[src/rtl/dbg_relay_pkg.sv]
package dbg_relay_pkg;
  localparam logic [1:0] K_LOAD  = 2'd0;
  localparam logic [1:0] K_STORE = 2'd1;
  localparam logic [1:0] K_FREQ  = 2'd2;
  localparam logic [1:0] K_FRPL  = 2'd3;

  typedef enum logic [1:0] {
    ST_IDLE = 2'd0,
    ST_REQ  = 2'd1,
    ST_WAIT = 2'd2,
    ST_RPL  = 2'd3
  } relay_st_e;
endpackage

[src/rtl/dbg_relay_rst_sync.sv]
module dbg_relay_rst_sync (
  input  logic clk,
  input  logic rst_n,
  output logic rst_sn
);
  logic [1:0] sync_q;

  always_ff @(posedge clk or negedge rst_n) begin
    if (!rst_n) sync_q <= 2'b00;
    else        sync_q <= {sync_q[0], 1'b1};
  end

  assign rst_sn = sync_q[1];
endmodule

[src/rtl/dbg_relay_bank_sel.sv]
module dbg_relay_bank_sel #(
  parameter int unsigned NBANK = 4,
  parameter int unsigned DESTW = 3,
  localparam int unsigned BW   = (NBANK > 1) ? $clog2(NBANK) : 1
) (
  input  logic [BW-1:0]    sel_bits,
  output logic [DESTW-1:0] bank_dest
);
  generate
    if (NBANK > 1) begin : g_multi
      assign bank_dest = DESTW'(sel_bits);
    end else begin : g_single
      logic unused_sel;
      assign unused_sel = ^sel_bits;
      assign bank_dest  = '0;
    end
  endgenerate
endmodule

[src/rtl/dbg_relay_ctrl.sv]
module dbg_relay_ctrl
  import dbg_relay_pkg::*;
#(
  parameter int unsigned DW       = 32,
  parameter int unsigned DESTW    = 3,
  parameter int unsigned IOB_DEST = 7
) (
  input  logic             clk,
  input  logic             rst_sn,
  input  logic             in_valid,
  input  logic [1:0]       in_kind,
  input  logic [DW-1:0]    in_data,
  input  logic [DESTW-1:0] bank_dest,
  input  logic             rly_go,
  output logic             in_ready,
  output logic             rly_vld,
  output logic [1:0]       rly_kind,
  output logic [DESTW-1:0] rly_dest,
  output logic [DW-1:0]    rly_data,
  output logic             err_orphan
);
  relay_st_e        st_q, st_d;
  logic             acc_req, acc_rpl, orphan;
  logic             hold_en;
  logic [1:0]       kind_d, kind_q;
  logic [DESTW-1:0] dest_d, dest_q;
  logic [DW-1:0]    data_q;
  logic             err_q;

  assign acc_req = in_valid && (in_kind == K_FREQ) && (st_q == ST_IDLE);
  assign acc_rpl = in_valid && (in_kind == K_FRPL) && (st_q == ST_WAIT);
  assign orphan  = in_valid && (in_kind == K_FRPL) && (st_q != ST_WAIT);
  assign hold_en = acc_req || acc_rpl;

  assign in_ready = (in_kind != K_FREQ) || (st_q == ST_IDLE);

  always_comb begin
    st_d   = st_q;
    kind_d = K_FREQ;
    dest_d = bank_dest;
    case (st_q)
      ST_IDLE: if (acc_req) st_d = ST_REQ;
      ST_REQ:  if (rly_go)  st_d = ST_WAIT;
      ST_WAIT: if (acc_rpl) begin
        st_d   = ST_RPL;
        kind_d = K_FRPL;
        dest_d = DESTW'(IOB_DEST);
      end
      ST_RPL:  if (rly_go)  st_d = ST_IDLE;
      default: st_d = ST_IDLE;
    endcase
  end

  always_ff @(posedge clk or negedge rst_sn) begin
    if (!rst_sn) begin
      st_q  <= ST_IDLE;
      err_q <= 1'b0;
    end else begin
      st_q  <= st_d;
      err_q <= orphan;
    end
  end

  always_ff @(posedge clk) begin
    if (hold_en) begin
      kind_q <= kind_d;
      dest_q <= dest_d;
      data_q <= in_data;
    end
  end

  assign rly_vld    = (st_q == ST_REQ) || (st_q == ST_RPL);
  assign rly_kind   = kind_q;
  assign rly_dest   = dest_q;
  assign rly_data   = data_q;
  assign err_orphan = err_q;

  a_r1_req_captured: assert property (@(posedge clk) disable iff (!rst_sn)
    acc_req |=> (rly_vld && rly_kind == K_FREQ));
  a_r3_back_to_idle: assert property (@(posedge clk) disable iff (!rst_sn)
    (st_q == ST_RPL && rly_go) |=> in_ready);
  a_r6_orphan_flag: assert property (@(posedge clk) disable iff (!rst_sn)
    orphan |=> (err_orphan && !(hold_en && $past(st_q) != ST_WAIT && st_q == ST_RPL)));
  a_r8_hold_stable: assert property (@(posedge clk) disable iff (!rst_sn)
    (rly_vld && !rly_go) |=> (rly_vld && $stable(rly_data) && $stable(rly_dest) && $stable(rly_kind)));
endmodule

[src/rtl/dbg_relay_arb.sv]
module dbg_relay_arb (
  input  logic clk,
  input  logic rst_sn,
  input  logic rly_vld,
  input  logic core_valid,
  input  logic core_last,
  input  logic out_ready,
  output logic sel_rly,
  output logic rly_go,
  output logic core_ready
);
  logic busy_q, busy_d;
  logic core_fire;

  assign sel_rly    = rly_vld && !busy_q;
  assign rly_go     = sel_rly && out_ready;
  assign core_ready = out_ready && !sel_rly;
  assign core_fire  = core_valid && core_ready;

  always_comb begin
    busy_d = busy_q;
    if (core_fire) busy_d = !core_last;
  end

  always_ff @(posedge clk or negedge rst_sn) begin
    if (!rst_sn) busy_q <= 1'b0;
    else         busy_q <= busy_d;
  end

  a_r7_no_split: assert property (@(posedge clk) disable iff (!rst_sn)
    (core_fire && !core_last) |=> !rly_go);
  a_r5_relay_first: assert property (@(posedge clk) disable iff (!rst_sn)
    (rly_vld && !busy_q && core_valid) |-> !core_fire);
endmodule

[src/rtl/dbg_fwd_relay.sv]
module dbg_fwd_relay
  import dbg_relay_pkg::*;
#(
  parameter int unsigned DW       = 32,
  parameter int unsigned DESTW    = 3,
  parameter int unsigned NBANK    = 4,
  parameter int unsigned BANK_LSB = 6,
  parameter int unsigned IOB_DEST = 7
) (
  input  logic             clk,
  input  logic             rst_n,
  input  logic             in_valid,
  output logic             in_ready,
  input  logic [1:0]       in_kind,
  input  logic [DW-1:0]    in_data,
  input  logic             core_valid,
  output logic             core_ready,
  input  logic [1:0]       core_kind,
  input  logic [DESTW-1:0] core_dest,
  input  logic [DW-1:0]    core_data,
  input  logic             core_last,
  output logic             out_valid,
  input  logic             out_ready,
  output logic [1:0]       out_kind,
  output logic [DESTW-1:0] out_dest,
  output logic [DW-1:0]    out_data,
  output logic             err_orphan
);
  localparam int unsigned BW = (NBANK > 1) ? $clog2(NBANK) : 1;

  logic             rst_sn;
  logic [DESTW-1:0] bank_dest;
  logic             rly_vld, rly_go, sel_rly;
  logic [1:0]       rly_kind;
  logic [DESTW-1:0] rly_dest;
  logic [DW-1:0]    rly_data;

  dbg_relay_rst_sync u_rst (
    .clk    (clk),
    .rst_n  (rst_n),
    .rst_sn (rst_sn)
  );

  dbg_relay_bank_sel #(.NBANK(NBANK), .DESTW(DESTW)) u_bank (
    .sel_bits  (in_data[BANK_LSB +: BW]),
    .bank_dest (bank_dest)
  );

  dbg_relay_ctrl #(.DW(DW), .DESTW(DESTW), .IOB_DEST(IOB_DEST)) u_ctrl (
    .clk        (clk),
    .rst_sn     (rst_sn),
    .in_valid   (in_valid),
    .in_kind    (in_kind),
    .in_data    (in_data),
    .bank_dest  (bank_dest),
    .rly_go     (rly_go),
    .in_ready   (in_ready),
    .rly_vld    (rly_vld),
    .rly_kind   (rly_kind),
    .rly_dest   (rly_dest),
    .rly_data   (rly_data),
    .err_orphan (err_orphan)
  );

  dbg_relay_arb u_arb (
    .clk        (clk),
    .rst_sn     (rst_sn),
    .rly_vld    (rly_vld),
    .core_valid (core_valid),
    .core_last  (core_last),
    .out_ready  (out_ready),
    .sel_rly    (sel_rly),
    .rly_go     (rly_go),
    .core_ready (core_ready)
  );

  assign out_valid = sel_rly || core_valid;
  assign out_kind  = sel_rly ? rly_kind : core_kind;
  assign out_dest  = sel_rly ? rly_dest : core_dest;
  assign out_data  = sel_rly ? rly_data : core_data;

  a_r9_ignore_normal: assert property (@(posedge clk) disable iff (!rst_sn)
    (in_valid && (in_kind == K_LOAD || in_kind == K_STORE)) |-> in_ready);
  a_r10_quiet_reset: assert property (@(posedge clk)
    (!rst_sn && !core_valid) |-> (!out_valid && in_ready));
endmodule

[config.mk]
export PLATFORM = sky130hd
export DESIGN_NAME = dbg_fwd_relay
export DESIGN_NICKNAME = d
export VERILOG_FILES = /design/src/rtl/dbg_relay_pkg.sv /design/src/rtl/dbg_relay_rst_sync.sv /design/src/rtl/dbg_relay_bank_sel.sv /design/src/rtl/dbg_relay_ctrl.sv /design/src/rtl/dbg_relay_arb.sv /design/src/rtl/dbg_fwd_relay.sv
export SDC_FILE = /design/constraint.sdc
export NUM_CORES = 1
export LEC_CHECK = 0
export BUFFER_PORTS_ARGS = -buffer_cell sky130_fd_sc_hd__buf_2
export CAP_MARGIN = 20
export CELL_PAD_IN_SITES_DETAIL_PLACEMENT = 0
export CELL_PAD_IN_SITES_GLOBAL_PLACEMENT = 1
export CORE_UTILIZATION = 33
export DETAILED_ROUTE_END_ITERATION = 7
export PLACE_DENSITY_LB_ADDON = 0.1
export SYNTH_ARGS = -nofsm -noshare
export SYNTH_HDL_FRONTEND = slang
export SYNTH_SLANG_ARGS = --single-unit
[constraint.sdc]
create_clock -name clk -period 2.3 [get_ports clk]
set_input_delay 0.69 -clock clk [delete_from_list [all_inputs] [get_ports clk]]
set_output_delay 0.69 -clock clk [all_outputs]
set_load 0.03 [all_outputs]
==> flow_metrics.tcl, run 1 <==
set metrics [dict create \
    status "finished with violations" \
    violations "setup timing" \
    fin_tns_setup_ps -8141 \
    worstSetupPathType "reg2out" \
    crit_top_cell "buf_6" \
    drt-initial-drc-count 66 \
    firstDrtPassIters 4 \
    reg2reg_setup_slack_ps 530 \
    syn_nets 197 \
    yosysTopAreaCell "edfxtp_1" \
    holdCritPathClass "reg2async" \
    path_cells "ha_2 > o21bai_4 > buf_6 > clkbuf_16 > mux2_4 > buf_6" \
    cp_num_buf_inv 3 \
    final_hold_viol_count 0 \
    mostFrequentLayoutCells "77 x buf_2, 43 x buf_6, 35 x edfxtp_1" \
    cpPeakStageDelay_ps 430 \
    cap_violations 0 \
    regToRegStartpoint "u_ctrl.st_q[0]" \
    power.density_nw_per_um2 1094 \
    fin_worst_skew_ps 5.062 \
    required_ps 1610 \
    core_sq_um 5540 \
    period_minus_slack_ps 2562 \
    synthToLayoutAreaGrowth_pct 66.86 \
    grt_usage 0.1461 \
    finalMaxSlewViolations 0 \
    postLayoutCoreUtil 0.5766 \
    dp_hpwl_um 3108 \
    synthTopCellsByArea "edfxtp_1 55%, mux2_2 16%, dfrtp_1 7.8%, mux2_4 7.1%, ha_1 3.3%" \
    antenna_found_initial 0 \
    multi_input_area_sq_um 795.8 \
    layout_commonest_cell "buf_2" \
    route.detailed.wl_per_inst_um 14.02 \
    whs_ps 63.71 \
    worstPathArrival_ps 1870 \
    grt_pass1_vias 1441 \
    cp.depth 6 \
    cts-root-buf "clkbuf_8" \
    cts_inserted_buffers 5 \
    fin_crit_sh 1.114 \
    start_kind "flop" \
    fill_cells 457 \
    fin_nets 332 \
    cts_sinks 41 \
    rows 27 \
    dieWidth_um 78.17 \
    cp_top_family "buffers and inverters" \
    start_util 0.3455 \
    fin_ws_ps -261.8 \
    seq_area_sq_um 1201 \
    max_freq_ghz 0.3903 \
    grt_max_degree 23 \
    dieArea_sq_um 6110 \
    synth_area_sq_um 1914 \
    rsz0062_at_grt "true" \
    port_buffers 117 \
    crit_fanout 4 \
    pin_count 118 \
    dieHeight_um 78.17 \
    clk-insertion-delay-late_ps 280 \
    ir_drop_mv 0.5524 \
    clockBufferDepth 2 \
    setup.worst_path.start "u_ctrl.st_q[0]" \
    power.total_mw 3.494 \
    drt.antenna.violating_nets 0 \
    ys_ff_latch 41 \
    via_per_inst 4.452 \
    vias 1438 \
    syn_area_per_cell_sq_um 16.65 \
    synth-warning-count 0 \
    grt_pass1_wl_um 6837 \
    cts_max_level 2 \
    synth.top_cell.area_share 0.5490 \
    report.final.setup_viol 39 \
    routed_wl_um 4529 \
    drive_gt1_frac 0.7410 \
    antennaDiodeCount 0 \
    rr_worst_depth 9 \
    synthCells 115 \
    critPathCaptureType "primary output" \
    grt-ovfl-total 0 \
    crit_slowest_cell "dfrtp_1" \
    leakagePower_nw 1.515 \
    rr_endpoint "u_arb.busy_q" \
    clk_pin_slew_ps 80 \
    drc_errors 0 \
    ctsHoldBuffers 0 \
    cts_tree "done" \
    gp_congestion 0.6758 \
    seq_area_frac_synth 0.6275 \
    synth_cell_types 24 \
]
-- report_power, final --
group	switching (mW)	total [mW]	internal [mW]
Sequential	0.0469	0.959	0.913
Combinational	0.996	2.10	1.10
Clock	0.229	0.439	0.210
-- per-stage QoR --
step,instance area [sq um],cells,worst slack [ps]
final,3194,323,-261.8
after global routing,3194,323,-332.8
after CTS,3126,319,-268.4
after detailed placement,2620,304,-30.45
after global placement,2620,304,55.86
after floorplan,1917,115,167.6
-- cells by family after synthesis --
logic type,count (synthesis),share of synthesized area
AO/OA/AOI/OAI,6,0.02746
AND/OR/NAND/NOR,16,0.04510
multiplexers,38,0.2405
flip-flops,41,0.6274
buffers and inverters,8,0.02483
other,1,0.001959
adder cells (fa/ha/maj),5,0.03268
-- metal layers --
layer / GRT usage / part of all wire / vias to the layer above
met5: 0 / 0 / -
met4: 0.04444 / 0.0082 / 0
met3: 0.03953 / 0.077 / 5
met2: 0.2535 / 0.50 / 75
met1: 0.1760 / 0.42 / 659
li1: - / - / 699
-- area by class of cell --
cell class,instances,share of cell area
Sequential cell,41,0.3760
Clock inverter,2,0.003134
Multi-Input combinational cell,66,0.2491
Tap cell,72,0.02820
Timing Repair Buffer,132,0.3161
Clock buffer,6,0.02272
Inverter,4,0.004700
-- flip-flops by register name, indices dropped and copies added, names as in the netlist --
signal and flops:
u_ctrl.st_q 2, u_ctrl.rly_dest 3, u_ctrl.err_orphan 1, u_ctrl.rly_data 32, u_rst.sync_q 2, u_arb.busy_q 1
-- cell usage after synthesis (all sizes together) --
cell and instances:
mux2 37, o22ai 1, nor2 3, nand2b 4
nand2 3, a22oi 1, mux2i 1, inv 4
dfrtp 6, a21oi 1, conb 1, or3b 1
ha 5, a32oi 1, edfxtp 35, nand4 1
nand3b 1, and2 1, o21bai 1, buf 4
a31oi 1, nand3 2
-- worst max path at each step --
stage and end:
3_5_place_dp out_data[16], 2_1_floorplan u_ctrl.rly_data[0], 5_1_grt out_data[28], 6_report out_data[28], 3_3_place_gp out_data[17], 4_1_cts out_data[21]
-- timing repair --
action | 4_1_cts | 5_1_grt
setup endpoints to repair | 40 | 40
gates cloned | 1 | 1
buffers inserted | 6 | 4
gates resized for setup | 106 | 8
pin swaps | 2 | 2
(Power assumes the default switching activity.)
==> inputs of run 2 (changes only) <==
--- a/config.mk
+++ b/config.mk
@@ -9,9 +9,10 @@
 export CAP_MARGIN = 20
 export CELL_PAD_IN_SITES_DETAIL_PLACEMENT = 0
 export CELL_PAD_IN_SITES_GLOBAL_PLACEMENT = 1
-export CORE_UTILIZATION = 33
+export CORE_UTILIZATION = 34
 export DETAILED_ROUTE_END_ITERATION = 7
 export PLACE_DENSITY_LB_ADDON = 0.1
 export SYNTH_ARGS = -nofsm -noshare
 export SYNTH_HDL_FRONTEND = slang
+export SYNTH_HIERARCHICAL = 1
 export SYNTH_SLANG_ARGS = --single-unit
==> run 2 against run 1 <==
- the flow still finishes with violations (setup timing)
- final cell count down 0.62%
- combinational power barely moved
- clock power rose by 25%
- register-to-register slack lost 380 ps
- area after synthesis rose by 7.2%
- routed wire length down 12%
- highest routed layer unchanged
==> flow_metrics.tcl, run 2 <==
set metrics [dict create \
    drt.antenna.violating_nets 0 \
    grt_max_degree 27 \
    core_sq_um 5675 \
    ys.flop_type "edfxtp_1" \
    synth_cell_types 27 \
    rr_worst_depth 8 \
    final_hold_viol_count 0 \
    whs_ps 60.24 \
    drt-initial-drc-count 60 \
    vias 1428 \
    cap_violations 0 \
    required_ps 1610 \
    ys_ff_latch 42 \
    dieHeight_um 79.69 \
    start_kind "flop" \
    grt_usage 0.1256 \
    route.detailed.wl_per_inst_um 12.41 \
    grt_pass1_vias 1352 \
    cts_max_level 2 \
    drc_errors 0 \
    worstPathArrival_ps 1960 \
    power.total_mw 3.645 \
    fin_crit_sh 1.152 \
    pin_count 118 \
    syn_area_per_cell_sq_um 16.68 \
    fin_tns_setup_ps -11930 \
    drive_gt1_frac 0.7189 \
    cts_sinks 42 \
    worstSetupPathType "reg2out" \
    synthCells 123 \
    clockBufferDepth 2 \
    synth_area_sq_um 2052 \
    finalMaxSlewViolations 0 \
    layout.cells.non_filler 321 \
    path_cells "ha_2 > or2_4 > nor2b_4 > buf_12 > mux2_2 > buf_4" \
    synth.top_cell.area_share 0.5268 \
    largest_register_ff_count 32 \
    antenna_found_initial 0 \
    report.final.setup_viol 39 \
    cts-root-buf "clkbuf_8" \
    critPathCaptureType "primary output" \
    antennaDiodeCount 0 \
    post-place-ws_ps -67.64 \
    fin_nets 331 \
    firstDrtPassIters 4 \
    final_area_sq_um 3035 \
    synthTopCellsByCount "36 x edfxtp_1, 20 x mux2_4, 18 x mux2_2" \
    max_freq_ghz 0.3774 \
    postLayoutCoreUtil 0.5348 \
    power.density_nw_per_um2 1201 \
    grt-ovfl-total 0 \
    syn_nets 205 \
    cpPeakStageDelay_ps 430 \
    seq_area_frac_synth 0.6000 \
    dieWidth_um 79.69 \
    crit_slowest_cell "dfrtp_1" \
    port_buffers 117 \
    synthTopCellsByArea "edfxtp_1 53%, mux2_4 15%, mux2_2 9.9%, dfrtp_1 7.3%, ha_1 3.0%" \
    grt_pass1_wl_um 6003 \
    routed_wl_um 3984 \
    violations "setup timing" \
    dp_hpwl_um 3079 \
    clk-insertion-delay-late_ps 280 \
    crit_fanout 26 \
    post-synth-top-count-cell "edfxtp_1" \
    synth-async-reset-ratio 0.1429 \
    rows 27 \
    mostFrequentLayoutCells "87 x buf_2, 36 x edfxtp_1, 22 x buf_6" \
    dieArea_sq_um 6350 \
    fin_worst_skew_ps 3.784 \
    clk_pin_slew_ps 70 \
    synth_edf_count 36 \
    start_util 0.3616 \
    yosysTopAreaCell "edfxtp_1" \
    via_per_inst 4.449 \
    synth-warning-count 6 \
    gp_congestion 0.6878 \
    fin_ws_ps -349.9 \
    place_area_sq_um 2736 \
    period_minus_slack_ps 2650 \
    synthToLayoutAreaGrowth_pct 47.93 \
    layout_commonest_cell "buf_2" \
    place_inst 311 \
    cts_tree "done" \
    status "finished with violations" \
    rsz0062_at_grt "true" \
    ir_drop_mv 0.5099 \
    leakagePower_nw 1.372 \
    holdCritPathClass "reg2async" \
    cts_inserted_buffers 5 \
]
-- run 2: critical path: cells and delay by family, from the launching register on --
kind / cells / cell delay (ps)
buf+inv: 2 / 390
fa+ha+maj: 1 / 210
mux: 1 / 360
simple gates: 2 / 290
flops: 1 / 430
-- run 2: logic make-up (layout without fill, tap and decap cells) --
kind of cell / after synthesis / count (layout) / synth area share
and+or+nand+nor: 17 / 17 / 0.05245
muxes: 39 / 39 / 0.2500
DFF: 42 / 42 / 0.6000
buffers and inverters: 12 / 138 / 0.04085
adders and majority gates: 5 / 5 / 0.03049
other: 3 / 3 / 0.005487
AOI/OAI and AO/OA: 5 / 5 / 0.02073
-- run 2: path summary, 6_finish.rpt --
kind | from | to | slack (ps)
worst max register to register | u_ctrl/st_q[0] | u_ctrl/st_q[1] | 150
worst min register to register | u_rst/sync_q[1] | u_ctrl/err_orphan | 60
min in group clk | u_rst/sync_q[0] | u_rst/sync_q[1] | 350
worst max-delay path | u_ctrl/st_q[0] | out_data[10] | -350
worst min-delay path | u_rst/sync_q[1] | u_ctrl/err_orphan | 60
max in group asynchronous | rst_n | u_rst/sync_q[0] | 2030
-- run 2: repair_timing --
| action | CTS | global route |
|---|---|---|
| pin swaps | 1 | 0 |
| buffers inserted | 2 | 2 |
| hold endpoints to repair | 0 | 0 |
| hold buffers | 0 | 0 |
| gates resized for setup | 54 | 2 |
| endpoints found under the setup margin | 39 | 39 |
-- run 2: per-layer routing --
layer / track usage / share of wire / vias up / wire length (um)
li1: - / - / 699 / -
met1: 0.1399 / 0.40 / 649 / 1596
met2: 0.2214 / 0.50 / 73 / 1973
met3: 0.03543 / 0.088 / 7 / 349
met4: 0.05455 / 0.016 / 0 / 65
met5: 0 / 0 / - / 0
-- run 2: area by class of cell --
type                       count  area, sq um
timing repair buffer         127        830.8
tap                           72        90.09
clock buffer                   5        68.82
multi-input combinational     69        765.7
sequential                    42         1231
inverter                       4        15.01
clock inverter                 2        33.78
fill                         498         2640
-- run 2: power by group --
| part | leakage, nW | internal (mW) | total [mW] | switching, mW |
|---|---|---|---|---|
| Clock | 0.0517 | 0.314 | 0.547 | 0.233 |
| Sequential | 0.400 | 0.930 | 0.977 | 0.0460 |
| Combinational | 0.921 | 1.06 | 2.12 | 1.07 |
==> inputs of run 3 (changes only) <==
--- a/config.mk
+++ b/config.mk
@@ -10,8 +10,11 @@
 export CELL_PAD_IN_SITES_DETAIL_PLACEMENT = 0
 export CELL_PAD_IN_SITES_GLOBAL_PLACEMENT = 1
 export CORE_UTILIZATION = 34
+export CTS_CLUSTER_SIZE = 30
 export DETAILED_ROUTE_END_ITERATION = 7
+export MAX_ROUTING_LAYER = met4
 export PLACE_DENSITY_LB_ADDON = 0.1
+export SKIP_CTS_REPAIR_TIMING = 1
 export SYNTH_ARGS = -nofsm -noshare
 export SYNTH_HDL_FRONTEND = slang
 export SYNTH_HIERARCHICAL = 1
==> run 3 against run 2 <==
- the run still ends with setup timing left
- worst setup slack worse by 45 ps
- final cell count up 0.93%
- via count grew 2.1%
- flip-flop and latch count did not move
- clock-buffer cell count is the same
- final area grew 3.9%
- sequential share of layout area is 1.5 points lower
- combinational power is 12% higher
- largest power group unchanged
- critical path type unchanged
- die area is the same
- clock skew up 0.85 ps
==> flow_metrics.tcl, run 3 (synthesis results as in run 2) <==
set metrics [dict create \
    status "finished with violations" \
    clockBufferDepth 2 \
    violations "setup timing" \
    holdCritPathClass "reg2async" \
    layout.cells.non_filler 324 \
    grt_usage 0.1250 \
    core_sq_um 5675 \
    pin_count 118 \
    synthToLayoutAreaGrowth_pct 53.72 \
    port_buffers 117 \
    fin_nets 334 \
    final_area_sq_um 3154 \
    mostFrequentLayoutCells "83 x buf_2, 36 x edfxtp_1, 34 x buf_6" \
    antennaDiodeCount 0 \
    cts_max_level 2 \
    start_kind "flop" \
    vias 1458 \
    layout_commonest_cell "buf_2" \
    cts-root-buf "clkbuf_8" \
    ir_drop_mv 0.5463 \
    rr_endpoint "u_ctrl/st_q[1]" \
    antenna_found_initial 0 \
    cts_tree "done" \
    dp_hpwl_um 3079 \
    critPathCaptureType "primary output" \
    report.final.setup_viol 39 \
    rsz0062_at_grt "true" \
    dieWidth_um 79.69 \
    fin_worst_skew_ps 4.630 \
    fin_ws_ps -394.8 \
    rows 27 \
    period_minus_slack_ps 2695 \
    final_hold_viol_count 0 \
    place_area_sq_um 2736 \
    dieArea_sq_um 6350 \
    whs_ps 61.23 \
    leakagePower_nw 1.419 \
    drive_gt1_frac 0.7222 \
    power.total_mw 3.902 \
    power.density_nw_per_um2 1237 \
    crit_slowest_cell "dfrtp_1" \
    drc_errors 0 \
    reg2reg_setup_slack_ps 90 \
    crit_fanout 6 \
    routed_wl_um 4223 \
    fin_crit_sh 1.172 \
    max_freq_ghz 0.3711 \
    cap_violations 0 \
    largest_register_ff_count 32 \
    cp_top_family "buffers and inverters" \
    gp_congestion 0.6950 \
    cp_num_buf_inv 4 \
    grt-ovfl-total 0 \
    dieHeight_um 79.69 \
    cts_inserted_buffers 5 \
    rr_worst_depth 10 \
    route.detailed.wl_per_inst_um 13.03 \
    post-place-ws_ps -67.64 \
    cts_sinks 42 \
    clk-insertion-delay-late_ps 280 \
    place_inst 311 \
    cpPeakStageDelay_ps 390 \
    drt-initial-drc-count 55 \
    required_ps 1610 \
    postLayoutCoreUtil 0.5558 \
    worstSetupPathType "reg2out" \
    clk_pin_slew_ps 80 \
    path_cells "inv_2 > ha_2 > or2_4 > nor2b_4 > buf_12 > buf_6 > mux2_4 > buf_2" \
    grt_pass1_vias 1287 \
    regToRegStartpoint "u_ctrl/st_q[1]" \
    grt_pass1_wl_um 5789 \
    via_per_inst 4.500 \
    grt_max_degree 27 \
    firstDrtPassIters 4 \
    drt.antenna.violating_nets 0 \
    start_util 0.3616 \
    fin_tns_setup_ps -14030 \
    worstPathArrival_ps 2000 \
    finalMaxSlewViolations 0 \
    setup.worst_path.start "u_ctrl/st_q[1]" \
]
## run 3: changes by cell type in the layout (fill, tap and decap cells not counted), sizes merged
| cell | before | now |
|---|---|---|
| buf | 127 | 128 |
| clkbuf | 5 | 7 |
## run 3: area by class of cell
| class | count | area, sq um |
|---|---|---|
| Tap cell | 72 | 90.09 |
| Inverter | 4 | 15.01 |
| Sequential cell | 42 | 1231 |
| Multi-Input combinational cell | 69 | 752.0 |
| Timing Repair Buffer | 130 | 963.4 |
| Clock buffer | 5 | 68.82 |
| Fill cell | 498 | 2521 |
| Clock inverter | 2 | 33.78 |
## run 3: worst max path at each step
| stage | depth (start not counted) | end |
|---|---|---|
| 6_report | 8 | out_data[28] |
| 5_1_grt | 8 | out_data[24] |
| 4_1_cts | 7 | out_data[1] |
| 3_5_place_dp | 7 | out_data[1] |
| 3_3_place_gp | 7 | out_data[5] |
| 2_1_floorplan | 7 | out_data[21] |
## run 3: power by group
group | switching (mW) | leakage (nW) | internal, mW
clock network | 0.235 | 0.0517 | 0.314
logic | 1.12 | 0.967 | 1.26
registers | 0.0419 | 0.400 | 0.930
total | 1.40 | 1.42 | 2.50
## run 3: worst register-to-register path, delay by kind of cell, from the launching register on
family	cells	cell delay (ps)
AOI/OAI and AO/OA	2	390
adders and majority gates	1	170
buffers and inverters	3	330
DFF	1	390
muxes	1	300
and+or+nand+nor	3	520
## run 3: per-layer routing
metal	GRT usage	vias to the layer above	share of wire
li1	-	705	-
met1	0.1414	673	0.40
met2	0.2085	73	0.51
met3	0.03200	7	0.081
met4	0.05455	0	0.015
met5	-	-	0
